`src/rtl/tlbv_pkg.sv`:
```
package tlbv_pkg;

  typedef enum logic [1:0] {
    ACC_LOAD  = 2'd0,
    ACC_STORE = 2'd1,
    ACC_FETCH = 2'd2
  } acc_e;

  typedef enum logic [1:0] {
    ST_IDLE   = 2'd0,
    ST_VSCAN  = 2'd1,
    ST_WAIT   = 2'd2,
    ST_RELOOK = 2'd3
  } st_e;

  localparam int AW_MAX = 64;
  typedef logic [AW_MAX-1:0] aword_t;

  // Bits at or above the page boundary.
  function automatic aword_t page_mask(input int pb);
    return {AW_MAX{1'b1}} << pb;
  endfunction

  // Flag just below the page boundary that blocks any match.
  function automatic aword_t inval_bit(input int pb);
    return aword_t'(1) << (pb - 1);
  endfunction

  function automatic logic tag_match(input aword_t va, input aword_t tag, input int pb);
    return (va & page_mask(pb)) == (tag & (page_mask(pb) | inval_bit(pb)));
  endfunction

  function automatic logic tag_is_io(input aword_t tag, input int pb);
    return (tag & ~page_mask(pb)) != '0;
  endfunction

  function automatic aword_t pick_tag(input acc_e k, input aword_t t_ld,
                                      input aword_t t_st, input aword_t t_fx);
    case (k)
      ACC_STORE: return t_st;
      ACC_FETCH: return t_fx;
      default:   return t_ld;
    endcase
  endfunction

endpackage

```
`src/rtl/tlbv_main_array.sv`:
```
module tlbv_main_array #(
  parameter int ENTRIES  = 16,
  parameter int VA_W     = 32,
  parameter int ADDEND_W = 32,
  parameter int IO_W     = 32,
  localparam int IDX_W   = $clog2(ENTRIES)
) (
  input  logic                clk,
  input  logic                rst_n,
  input  logic                clr,
  input  logic [IDX_W-1:0]    rd_idx,
  output logic                rd_vld,
  output logic [VA_W-1:0]     rd_tld,
  output logic [VA_W-1:0]     rd_tst,
  output logic [VA_W-1:0]     rd_tfx,
  output logic [ADDEND_W-1:0] rd_add,
  output logic [IO_W-1:0]     rd_io,
  input  logic                wr_en,
  input  logic [IDX_W-1:0]    wr_idx,
  input  logic [VA_W-1:0]     wr_tld,
  input  logic [VA_W-1:0]     wr_tst,
  input  logic [VA_W-1:0]     wr_tfx,
  input  logic [ADDEND_W-1:0] wr_add,
  input  logic [IO_W-1:0]     wr_io
);

  logic [ENTRIES-1:0]  vld;
  logic [VA_W-1:0]     t_ld [ENTRIES];
  logic [VA_W-1:0]     t_st [ENTRIES];
  logic [VA_W-1:0]     t_fx [ENTRIES];
  logic [ADDEND_W-1:0] add  [ENTRIES];
  logic [IO_W-1:0]     iow  [ENTRIES];

  always_ff @(posedge clk or negedge rst_n) begin
    if (!rst_n)     vld <= '0;
    else if (clr)   vld <= '0;
    else if (wr_en) vld[wr_idx] <= 1'b1;
  end

  always_ff @(posedge clk) begin
    if (wr_en && !clr) begin
      t_ld[wr_idx] <= wr_tld;
      t_st[wr_idx] <= wr_tst;
      t_fx[wr_idx] <= wr_tfx;
      add[wr_idx]  <= wr_add;
      iow[wr_idx]  <= wr_io;
    end
  end

  assign rd_vld = vld[rd_idx];
  assign rd_tld = t_ld[rd_idx];
  assign rd_tst = t_st[rd_idx];
  assign rd_tfx = t_fx[rd_idx];
  assign rd_add = add[rd_idx];
  assign rd_io  = iow[rd_idx];

  // a flush leaves no valid entry behind
  p_clr_empties_r11: assert property (@(posedge clk) disable iff (!rst_n)
    clr |=> (vld == '0));

  // a written entry is valid on the next cycle
  p_write_sets_valid_r9: assert property (@(posedge clk) disable iff (!rst_n)
    (wr_en && !clr) |=> vld[$past(wr_idx)]);

endmodule

```
`src/rtl/tlbv_victim_buf.sv`:
```
module tlbv_victim_buf
  import tlbv_pkg::*;
#(
  parameter int ENTRIES   = 4,
  parameter int VA_W      = 32,
  parameter int PAGE_BITS = 12,
  parameter int ADDEND_W  = 32,
  parameter int IO_W      = 32,
  localparam int IDX_W    = $clog2(ENTRIES)
) (
  input  logic                clk,
  input  logic                rst_n,
  input  logic                clr,
  input  logic [VA_W-1:0]     q_addr,
  input  acc_e                q_kind,
  output logic                hit,
  output logic [IDX_W-1:0]    hit_idx,
  output logic [VA_W-1:0]     h_tld,
  output logic [VA_W-1:0]     h_tst,
  output logic [VA_W-1:0]     h_tfx,
  output logic [ADDEND_W-1:0] h_add,
  output logic [IO_W-1:0]     h_io,
  input  logic                swap_en,
  input  logic                push_en,
  input  logic [VA_W-1:0]     in_tld,
  input  logic [VA_W-1:0]     in_tst,
  input  logic [VA_W-1:0]     in_tfx,
  input  logic [ADDEND_W-1:0] in_add,
  input  logic [IO_W-1:0]     in_io
);

  logic [ENTRIES-1:0]  vld;
  logic [VA_W-1:0]     t_ld [ENTRIES];
  logic [VA_W-1:0]     t_st [ENTRIES];
  logic [VA_W-1:0]     t_fx [ENTRIES];
  logic [ADDEND_W-1:0] add  [ENTRIES];
  logic [IO_W-1:0]     iow  [ENTRIES];
  logic [ENTRIES-1:0]  slot_match;
  logic [IDX_W-1:0]    rr_ptr;
  logic [IDX_W-1:0]    wr_idx;
  logic                wr_go;

  for (genvar g = 0; g < ENTRIES; g++) begin : g_cmp
    assign slot_match[g] = vld[g] &&
      tag_match(aword_t'(q_addr),
                pick_tag(q_kind, aword_t'(t_ld[g]), aword_t'(t_st[g]), aword_t'(t_fx[g])),
                PAGE_BITS);
  end

  // Later (higher) slots overwrite earlier ones: the top match wins.
  always_comb begin
    hit_idx = '0;
    for (int i = 0; i < ENTRIES; i++) begin
      if (slot_match[i]) hit_idx = IDX_W'(i);
    end
  end

  assign hit   = |slot_match;
  assign h_tld = t_ld[hit_idx];
  assign h_tst = t_st[hit_idx];
  assign h_tfx = t_fx[hit_idx];
  assign h_add = add[hit_idx];
  assign h_io  = iow[hit_idx];

  assign wr_go  = (swap_en || push_en) && !clr;
  assign wr_idx = swap_en ? hit_idx : rr_ptr;

  always_ff @(posedge clk or negedge rst_n) begin
    if (!rst_n) begin
      vld    <= '0;
      rr_ptr <= '0;
    end else if (clr) begin
      vld    <= '0;
      rr_ptr <= '0;
    end else begin
      if (wr_go) vld[wr_idx] <= 1'b1;
      if (push_en) rr_ptr <= (rr_ptr == IDX_W'(ENTRIES - 1)) ? '0 : rr_ptr + 1'b1;
    end
  end

  always_ff @(posedge clk) begin
    if (wr_go) begin
      t_ld[wr_idx] <= in_tld;
      t_st[wr_idx] <= in_tst;
      t_fx[wr_idx] <= in_tfx;
      add[wr_idx]  <= in_add;
      iow[wr_idx]  <= in_io;
    end
  end

  // a swap only ever targets a matching slot
  p_swap_needs_hit_r6: assert property (@(posedge clk) disable iff (!rst_n)
    swap_en |-> hit);

  // swap and refill push never coincide
  p_swap_push_excl_r10: assert property (@(posedge clk) disable iff (!rst_n)
    !(swap_en && push_en));

  // each push advances the pointer by one slot, wrapping
  p_rr_step_r10: assert property (@(posedge clk) disable iff (!rst_n)
    (push_en && !clr) |=> (rr_ptr == (($past(rr_ptr) == IDX_W'(ENTRIES - 1)) ? '0 : $past(rr_ptr) + 1'b1)));

  // the chosen slot is the highest matching one
  p_top_match_r7: assert property (@(posedge clk) disable iff (!rst_n)
    hit |-> ((slot_match >> hit_idx) == 1));

endmodule

```
`src/rtl/tlbv_ctrl.sv`:
```
module tlbv_ctrl
  import tlbv_pkg::*;
#(
  parameter int VA_W      = 32,
  parameter int PAGE_BITS = 12,
  parameter int ADDEND_W  = 32,
  parameter int IO_W      = 32
) (
  input  logic                clk,
  input  logic                rst_n,
  input  logic                flush,
  input  logic                lk_valid,
  input  logic [VA_W-1:0]     lk_addr,
  input  acc_e                lk_kind,
  output logic                lk_ready,
  output logic [VA_W-1:0]     q_addr,
  output acc_e                q_kind,
  input  logic                m_hit,
  input  logic                m_io,
  input  logic [ADDEND_W-1:0] m_add,
  input  logic [IO_W-1:0]     m_iow,
  input  logic                v_hit,
  input  logic                v_io,
  input  logic [ADDEND_W-1:0] v_add,
  input  logic [IO_W-1:0]     v_iow,
  input  logic                fill_valid,
  output logic                swap_en,
  output logic                fill_en,
  output logic                refill_req,
  output logic [VA_W-1:0]     refill_addr,
  output logic                rsp_valid,
  output logic                rsp_hit,
  output logic                rsp_io,
  output logic [ADDEND_W-1:0] rsp_addend,
  output logic [IO_W-1:0]     rsp_ioaddr
);

  st_e             st, st_nx;
  logic [VA_W-1:0] cap_addr;
  acc_e            cap_kind;
  logic            accept;

  assign lk_ready    = (st == ST_IDLE);
  assign accept      = lk_ready && lk_valid && !flush;
  assign q_addr      = lk_ready ? lk_addr : cap_addr;
  assign q_kind      = lk_ready ? lk_kind : cap_kind;
  assign swap_en     = (st == ST_VSCAN) && v_hit && !flush;
  assign fill_en     = (st == ST_WAIT) && fill_valid && !flush;
  assign refill_req  = (st == ST_WAIT);
  assign refill_addr = {cap_addr[VA_W-1:PAGE_BITS], {PAGE_BITS{1'b0}}};

  always_comb begin
    st_nx = st;
    if (flush) st_nx = ST_IDLE;
    else begin
      case (st)
        ST_IDLE:   if (accept && !m_hit) st_nx = ST_VSCAN;
        ST_VSCAN:  st_nx = v_hit ? ST_IDLE : ST_WAIT;
        ST_WAIT:   if (fill_valid) st_nx = ST_RELOOK;
        default:   st_nx = ST_IDLE;
      endcase
    end
  end

  always_ff @(posedge clk or negedge rst_n) begin
    if (!rst_n) begin
      st       <= ST_IDLE;
      cap_addr <= '0;
      cap_kind <= ACC_LOAD;
    end else begin
      st <= st_nx;
      if (accept) begin
        cap_addr <= lk_addr;
        cap_kind <= lk_kind;
      end
    end
  end

  always_ff @(posedge clk or negedge rst_n) begin
    if (!rst_n) begin
      rsp_valid  <= 1'b0;
      rsp_hit    <= 1'b0;
      rsp_io     <= 1'b0;
      rsp_addend <= '0;
      rsp_ioaddr <= '0;
    end else begin
      rsp_valid <= 1'b0;
      if (!flush) begin
        if (accept && m_hit) begin
          rsp_valid  <= 1'b1;
          rsp_hit    <= 1'b1;
          rsp_io     <= m_io;
          rsp_addend <= m_add;
          rsp_ioaddr <= m_iow;
        end else if (swap_en) begin
          rsp_valid  <= 1'b1;
          rsp_hit    <= 1'b1;
          rsp_io     <= v_io;
          rsp_addend <= v_add;
          rsp_ioaddr <= v_iow;
        end else if (st == ST_RELOOK) begin
          rsp_valid  <= 1'b1;
          rsp_hit    <= m_hit;
          rsp_io     <= m_hit && m_io;
          rsp_addend <= m_hit ? m_add : '0;
          rsp_ioaddr <= m_hit ? m_iow : '0;
        end
      end
    end
  end

  // a main hit answers on the next edge
  p_main_lat_r4: assert property (@(posedge clk) disable iff (!rst_n)
    (accept && m_hit) |=> (rsp_valid && rsp_hit));

  // a victim hit answers on the next edge as a hit
  p_victim_lat_r6: assert property (@(posedge clk) disable iff (!rst_n)
    swap_en |=> (rsp_valid && rsp_hit));

  // no walk when the victim buffer hits
  p_no_walk_on_vhit_r8: assert property (@(posedge clk) disable iff (!rst_n)
    ((st == ST_VSCAN) && v_hit) |=> !refill_req);

  // the block takes no lookup while a walk is pending
  p_busy_in_walk_r8: assert property (@(posedge clk) disable iff (!rst_n)
    refill_req |-> !lk_ready);

  // response two edges after the fill is taken
  p_relook_lat_r9: assert property (@(posedge clk) disable iff (!rst_n || flush)
    fill_en |=> (!rsp_valid ##1 rsp_valid));

  // a flush returns to idle
  p_flush_idle_r11: assert property (@(posedge clk) disable iff (!rst_n)
    flush |=> (lk_ready && !refill_req && !rsp_valid));

endmodule

```
`src/rtl/tlbv_top.sv`:
```
module tlbv_top
  import tlbv_pkg::*;
#(
  parameter int VA_W           = 32,
  parameter int PAGE_BITS      = 12,
  parameter int MAIN_ENTRIES   = 16,
  parameter int VICTIM_ENTRIES = 4,
  parameter int ADDEND_W       = 32,
  parameter int IO_W           = 32
) (
  input  logic                clk,
  input  logic                rst_n,
  input  logic                flush,
  input  logic                lk_valid,
  input  logic [VA_W-1:0]     lk_addr,
  input  logic [1:0]          lk_kind,
  output logic                lk_ready,
  output logic                rsp_valid,
  output logic                rsp_hit,
  output logic                rsp_io,
  output logic [ADDEND_W-1:0] rsp_addend,
  output logic [IO_W-1:0]     rsp_ioaddr,
  output logic                refill_req,
  output logic [VA_W-1:0]     refill_addr,
  input  logic                fill_valid,
  input  logic [VA_W-1:0]     fill_tag_load,
  input  logic [VA_W-1:0]     fill_tag_store,
  input  logic [VA_W-1:0]     fill_tag_fetch,
  input  logic [ADDEND_W-1:0] fill_addend,
  input  logic [IO_W-1:0]     fill_ioaddr
);

  localparam int MIDX_W = $clog2(MAIN_ENTRIES);
  localparam int VIDX_W = $clog2(VICTIM_ENTRIES);

  logic [VA_W-1:0]     q_addr;
  acc_e                q_kind;
  logic [MIDX_W-1:0]   m_idx;
  logic                m_vld, m_hit, m_io;
  logic [VA_W-1:0]     m_tld, m_tst, m_tfx;
  logic [ADDEND_W-1:0] m_add;
  logic [IO_W-1:0]     m_iow;
  aword_t              m_tag;
  logic                v_hit, v_io;
  logic [VIDX_W-1:0]   v_idx;
  logic [VA_W-1:0]     v_tld, v_tst, v_tfx;
  logic [ADDEND_W-1:0] v_add;
  logic [IO_W-1:0]     v_iow;
  aword_t              v_tag;
  logic                swap_en, fill_en, push_en, mw_en;
  logic [VA_W-1:0]     mw_tld, mw_tst, mw_tfx;
  logic [ADDEND_W-1:0] mw_add;
  logic [IO_W-1:0]     mw_io;

  assign m_idx = q_addr[PAGE_BITS +: MIDX_W];
  assign m_tag = pick_tag(q_kind, aword_t'(m_tld), aword_t'(m_tst), aword_t'(m_tfx));
  assign m_hit = m_vld && tag_match(aword_t'(q_addr), m_tag, PAGE_BITS);
  assign m_io  = tag_is_io(m_tag, PAGE_BITS);
  assign v_tag = pick_tag(q_kind, aword_t'(v_tld), aword_t'(v_tst), aword_t'(v_tfx));
  assign v_io  = tag_is_io(v_tag, PAGE_BITS);

  // Main array is written by a swap (victim entry) or by a refill.
  assign mw_en   = swap_en || fill_en;
  assign mw_tld  = swap_en ? v_tld : fill_tag_load;
  assign mw_tst  = swap_en ? v_tst : fill_tag_store;
  assign mw_tfx  = swap_en ? v_tfx : fill_tag_fetch;
  assign mw_add  = swap_en ? v_add : fill_addend;
  assign mw_io   = swap_en ? v_iow : fill_ioaddr;
  assign push_en = fill_en && m_vld;

  tlbv_ctrl #(
    .VA_W(VA_W), .PAGE_BITS(PAGE_BITS), .ADDEND_W(ADDEND_W), .IO_W(IO_W)
  ) u_ctrl (
    .clk(clk), .rst_n(rst_n), .flush(flush),
    .lk_valid(lk_valid), .lk_addr(lk_addr), .lk_kind(acc_e'(lk_kind)),
    .lk_ready(lk_ready), .q_addr(q_addr), .q_kind(q_kind),
    .m_hit(m_hit), .m_io(m_io), .m_add(m_add), .m_iow(m_iow),
    .v_hit(v_hit), .v_io(v_io), .v_add(v_add), .v_iow(v_iow),
    .fill_valid(fill_valid), .swap_en(swap_en), .fill_en(fill_en),
    .refill_req(refill_req), .refill_addr(refill_addr),
    .rsp_valid(rsp_valid), .rsp_hit(rsp_hit), .rsp_io(rsp_io),
    .rsp_addend(rsp_addend), .rsp_ioaddr(rsp_ioaddr)
  );

  tlbv_main_array #(
    .ENTRIES(MAIN_ENTRIES), .VA_W(VA_W), .ADDEND_W(ADDEND_W), .IO_W(IO_W)
  ) u_main (
    .clk(clk), .rst_n(rst_n), .clr(flush),
    .rd_idx(m_idx), .rd_vld(m_vld), .rd_tld(m_tld), .rd_tst(m_tst),
    .rd_tfx(m_tfx), .rd_add(m_add), .rd_io(m_iow),
    .wr_en(mw_en), .wr_idx(m_idx), .wr_tld(mw_tld), .wr_tst(mw_tst),
    .wr_tfx(mw_tfx), .wr_add(mw_add), .wr_io(mw_io)
  );

  tlbv_victim_buf #(
    .ENTRIES(VICTIM_ENTRIES), .VA_W(VA_W), .PAGE_BITS(PAGE_BITS),
    .ADDEND_W(ADDEND_W), .IO_W(IO_W)
  ) u_victim (
    .clk(clk), .rst_n(rst_n), .clr(flush),
    .q_addr(q_addr), .q_kind(q_kind),
    .hit(v_hit), .hit_idx(v_idx), .h_tld(v_tld), .h_tst(v_tst),
    .h_tfx(v_tfx), .h_add(v_add), .h_io(v_iow),
    .swap_en(swap_en), .push_en(push_en),
    .in_tld(m_tld), .in_tst(m_tst), .in_tfx(m_tfx), .in_add(m_add), .in_io(m_iow)
  );

  // an I/O response is always a hit
  p_io_is_hit_r5: assert property (@(posedge clk) disable iff (!rst_n)
    (rsp_valid && rsp_io) |-> rsp_hit);

  // a walk is requested only after the victim search found nothing
  p_walk_after_double_miss_r8: assert property (@(posedge clk) disable iff (!rst_n)
    $rose(refill_req) |-> $past(!v_hit));

  // the victim slot index is used only when the buffer hits
  p_vidx_quiet_r6: assert property (@(posedge clk) disable iff (!rst_n)
    !v_hit |-> (v_idx == '0));

endmodule

```
`config.mk`:
```
export PLATFORM = sky130hd
export DESIGN_NAME = tlbv_top
export DESIGN_NICKNAME = d
export VERILOG_FILES = /design/src/rtl/tlbv_pkg.sv /design/src/rtl/tlbv_main_array.sv /design/src/rtl/tlbv_victim_buf.sv /design/src/rtl/tlbv_ctrl.sv /design/src/rtl/tlbv_top.sv
export SDC_FILE = /design/constraint.sdc
export NUM_CORES = 2
export LEC_CHECK = 0
export BUFFER_PORTS_ARGS = -buffer_cell sky130_fd_sc_hd__buf_2
export CORE_MARGIN = 8
export CORE_UTILIZATION = 30
export DETAILED_ROUTE_END_ITERATION = 7
export SLEW_MARGIN = 0
export SYNTH_ARGS = -nofsm -noshare
export SYNTH_HDL_FRONTEND = slang
export SYNTH_SLANG_ARGS = --single-unit
```
`constraint.sdc`:
```
create_clock -name clk -period 23.5 [get_ports clk]
set_input_delay 3.525 -clock clk [delete_from_list [all_inputs] [get_ports clk]]
set_output_delay 3.525 -clock clk [all_outputs]
set_load 0.02 [all_outputs]
```
==> impl.org <==
** Clock network
- Buffers inserted by post-CTS timing repair :: 0
- In this run the deepest clock path goes through 4 buffers.
- The H-tree generated during clock tree synthesis spans 5 levels.
- The clock reaches the later pin of the worst-skew pair after 0.91 ns.
- Once the clock tree was built, the resizer swapped 0 gates to a different size.
- Register clock-pin slew on the reported worst setup and hold paths :: 0.06 ns
- Clock Tree Root :: sky130_fd_sc_hd__clkbuf_16
- Counting the buffers created by CTS gives 339.
- Clock tree from TritonCTS :: done
- Hold-fix buffer count after cts :: 0
- The tree built by TritonCTS fans out to 3,313 sinks.

** Layout
- Of the cells placed in the final design, the portion with a size suffix greater than 1 is 11.7%.
- Compared with the post-synthesis result, the final layout area differs by 14.2%.
- Final net count :: 10.1k
- Area used by multi-input combinational logic :: 33,400 µm²
- Fill cells in the final layout number 43.2k.
- Summing all non-filler instances in the final layout gives an area of 154,000 µm².
- The sequential cells in the finished layout cover a total of 98,900 µm².

** Worst setup path
- STA classifies the critical path endpoint as a flip-flop.
- Top fanout value on the critical path :: 81
- The worst setup path is launched from an input port.
- STA puts the critical path data arrival time at 12.39 ns.
- Register-to-Register Setup Slack :: around 12 ns
- Critical setup path kind :: in -> reg
- For the worst setup path, the data required time is roughly 24 ns.

** Timing
- Dividing the final minimum period by the clock period gives 50.9%.
- Hold timing on the final database bottoms out at a slack of 0.482 ns.
- Number of pins exceeding their max-slew limit in the final report :: 0
- Adding up every negative setup slack in the final design gives 0 ns.
- Final setup violation count :: 0
- For the final database, setup skew stands at 0.103 ns.
- The worst path meets setup with between 10 and 15 ns of slack.
- For this run, the top clock speed supported by timing is 83.6 MHz.
- Number of endpoints with negative hold slack in the final report :: 0
- Actual transition at the worst max-transition pin :: 1.43 ns
- Max-Slew Margin vs Limit :: 3.88%
- Subtracting the final worst setup slack from the clock period gives 11.97 ns.
- Unrepaired setup endpoints after global routing :: no

** Drt
- First drt pass iteration count :: 8
- The routed layout has about 85k vias.
- Post-detailed-route wirelength per cell :: 25.3 µm
- The detailed router finished its first iteration with between 10k and 15k violations.
- The detail route stage leaves a number of antenna-violating nets equal to 0.
- DRC errors left :: 0
- Routed vias/inst :: about 5.3
- Routed wire length :: just over 400 mm

** Global route
- Number of antenna violations at the first check in global routing :: 13
- The first global-routing pass estimated 581 mm of wire.
- Total Routing Usage GR :: 16.5%
- Global-route congestion overflow total :: 0
- The number of global-route vias before repair is 80.9k.
- Pin count of the biggest net entering global routing :: ~170

** Floorplanning
- From bottom edge to top edge, the die measures around 690 µm.
- In this run the standard cell core region covers 449,000 µm².
- Placement row count :: 246
- Initial cell density of the core :: between 30% and 40%
- Pin placement for this block handled 300 I/O pins.
- The die covers 472,000 µm².
- Horizontal die dimension :: ~700 µm

** Synthesis
- For this run, the register share of the synthesized area comes to between 70% and 80%.
- The Yosys step of the flow raised 0 warnings.
- Post-synthesis cell area :: between 100,000 and 150,000 µm²
- Avg Inst Size Synth :: 13.9 µm²
- Of the post-synthesis cell area, the part taken by muxes is 5.30%.
- After synthesis, the largest family of logic cells by area is simple AND/OR/NAND/NOR gates.
- Post-synthesis register bit count :: 3,313
- The synthesized netlist devotes 7.07% of its cell area to compound gates.
- Share of synthesized cell area in full adder, half adder and majority cells :: 0.0278%
- Summing the areas of all xor and xnor instances in the mapped netlist gives 0.441% of the synthesized area.
- Post-synth cell types :: 90
- Synthesized-area fraction occupied by and/or/nand/nor cells :: 11.6%
- Commonest register cell after synthesis :: sky130_fd_sc_hd__edfxtp_1
- After synthesis, the share of flip-flops with an asynchronous set or reset is 3.41%.
- Post-Synthesis Cells :: 9,701
- In this run, synthesis inferred 3,200 flip-flops with an integrated enable.

** Power
- Worst IR Drop VDD :: 0.0718 mV
- In this run the static leakage power is ~53 nW.
- For this design the ratio of total power to cell area is 90.9 nW/µm².

** Outcome
- The flow ran to the end, and the final reports show no timing, DRC or antenna violations.

** Placement
- During placement, the flow inserted port buffers numbering ~280.
- At the end of routability-driven placement, the weighted congestion stood at a little over 0.9.
- At the placement stage, the worst setup path has a slack of approximately 11 ns.
- Placed cell area :: 144,000 µm²
- Detailed placement ended at an HPWL of between 200 and 250 mm.

** Worst hold path
- Class of the most critical hold timing path :: reg -> reg

** Flow run
- Number of max-cap violations :: 0
==> layout make-up <==
cell class,count,share of cell area [%]
Multi-Input combinational cell,5634,21.6
Antenna cell,10,0.0162
Inverter,81,0.197
Timing Repair Buffer,556,2.40
Tap cell,5952,4.82
Sequential cell,3313,64.1
Clock inverter,168,1.01
Clock buffer,440,5.87
==> layout by cell type (no fill, tap or decap), drive strengths merged, types with 73 or more instances in the layout <==
cell / count
edfxtp: 3200
nand2: 1929
nand3: 824
mux2i: 562
buf: 556
clkbuf: 440
nor2: 286
o21ai: 240
a311oi: 202
a21oi: 195
a31oi: 171
and3: 166
o22ai: 126
clkinv: 122
dfrtp: 113
inv: 97
a211oi: 73
==> layer usage <==
metal	share of wire (%)	GRT usage [%]	vias up
met5	0.010	0	-
met4	2.9	4.62	6
met3	10	3.81	593
met2	45	25.8	3935
met1	42	23.0	43300
li1	-	-	37200
==> per-stage QoR <==
step / total power [mW] / cells / util, %
after floorplan: 8.11 / 9712 / -
after global placement: 8.88 / 15500 / 32.0
final: 14.0 / 16200 / 34.4
after global routing: 14.5 / 16100 / 34.4
after CTS: 14.1 / 16100 / 34.4
after detailed placement: 8.89 / 15500 / 32.0
==> Yosys cell counts, drive strengths merged (53+ instances only) <==
cell    instances  area, µm²
a211oi         73        553
a21o           72        541
a21oi         195        980
a22oi          64        485
a311oi        202       1770
a31oi         171       1070
and3          166       1040
buf           281       1450
clkbuf        403       1510
dfrtp         113       2830
edfxtp       3200      96100
inv            80        300
mux2i         562       5630
nand2        1929       7250
nand3         824       4120
nand4          53        332
nor2          286       1080
o21ai         240       1210
o22ai         126        788
==> registers in the layout, indices dropped and copies added, names as in the netlist, 4 cells and up <==
signal,flops
u_ctrl.rsp_addend,32
u_ctrl.rsp_ioaddr,32
u_victim.vld,4
u_main.add,512
u_victim.t_st,128
u_victim.t_ld,128
u_victim.add,128
u_main.t_fx,512
u_main.vld,16
u_victim.iow,128
u_main.t_st,512
u_main.t_ld,512
u_main.iow,512
u_victim.t_fx,128
u_ctrl.cap_addr,20
==> critical path: stages <==
cell	delay (ns)
sky130_fd_sc_hd__buf_2	0.11
sky130_fd_sc_hd__mux2i_1	0.31
sky130_fd_sc_hd__ha_4	0.63
sky130_fd_sc_hd__buf_4	0.83
sky130_fd_sc_hd__a221oi_1	0.18
sky130_fd_sc_hd__o22a_1	0.22
sky130_fd_sc_hd__or4b_1	0.56
sky130_fd_sc_hd__or4_4	0.61
sky130_fd_sc_hd__or3_4	0.68
sky130_fd_sc_hd__nand2_1	0.27
sky130_fd_sc_hd__a311o_1	0.29
sky130_fd_sc_hd__nand2_4	0.35
sky130_fd_sc_hd__and2_1	0.47
sky130_fd_sc_hd__or3_1	0.56
sky130_fd_sc_hd__nor2_4	0.12
sky130_fd_sc_hd__buf_4	0.64
sky130_fd_sc_hd__buf_4	0.92
sky130_fd_sc_hd__buf_4	0.89
==> where the power goes <==
| part | switching [mW] | internal, mW |
|---|---|---|
| clock | 2.27 | 2.97 |
| sequential | 0.0458 | 6.65 |
| combinational | 1.50 | 0.596 |
==> cell families (layout without fill, tap and decap cells) <==
kind of cell    after synthesis  count (layout)
simple gates               3511            3511
other cells                   1              22
xor+xnor                     68              68
flops                      3313            3313
mux                         654             654
compound gates             1386            1386
fa+ha+maj                     3               3
buf+inv                     765            1245
==> worst paths after layout <==
check                                            startpoint                                end  cells after the start
min in group asynchronous                             rst_n    u_ctrl.cap_addr[26]$_DFFE_PN0P_                      1
worst max-delay path                             lk_kind[0]        u_main.add[14][1]$_DFFE_PP_                     18
worst min-delay path            u_victim.vld[2]$_DFFE_PN0P_        u_victim.vld[2]$_DFFE_PN0P_                      1
max in group asynchronous                             rst_n  u_ctrl.rsp_ioaddr[25]$_DFFE_PN0P_                      2
worst max register to register     u_ctrl.st[1]$_DFFE_PN0P_        u_main.add[14][1]$_DFFE_PP_                     20
worst min register to register  u_victim.vld[2]$_DFFE_PN0P_        u_victim.vld[2]$_DFFE_PN0P_                      1
(Power assumes the default switching activity.)
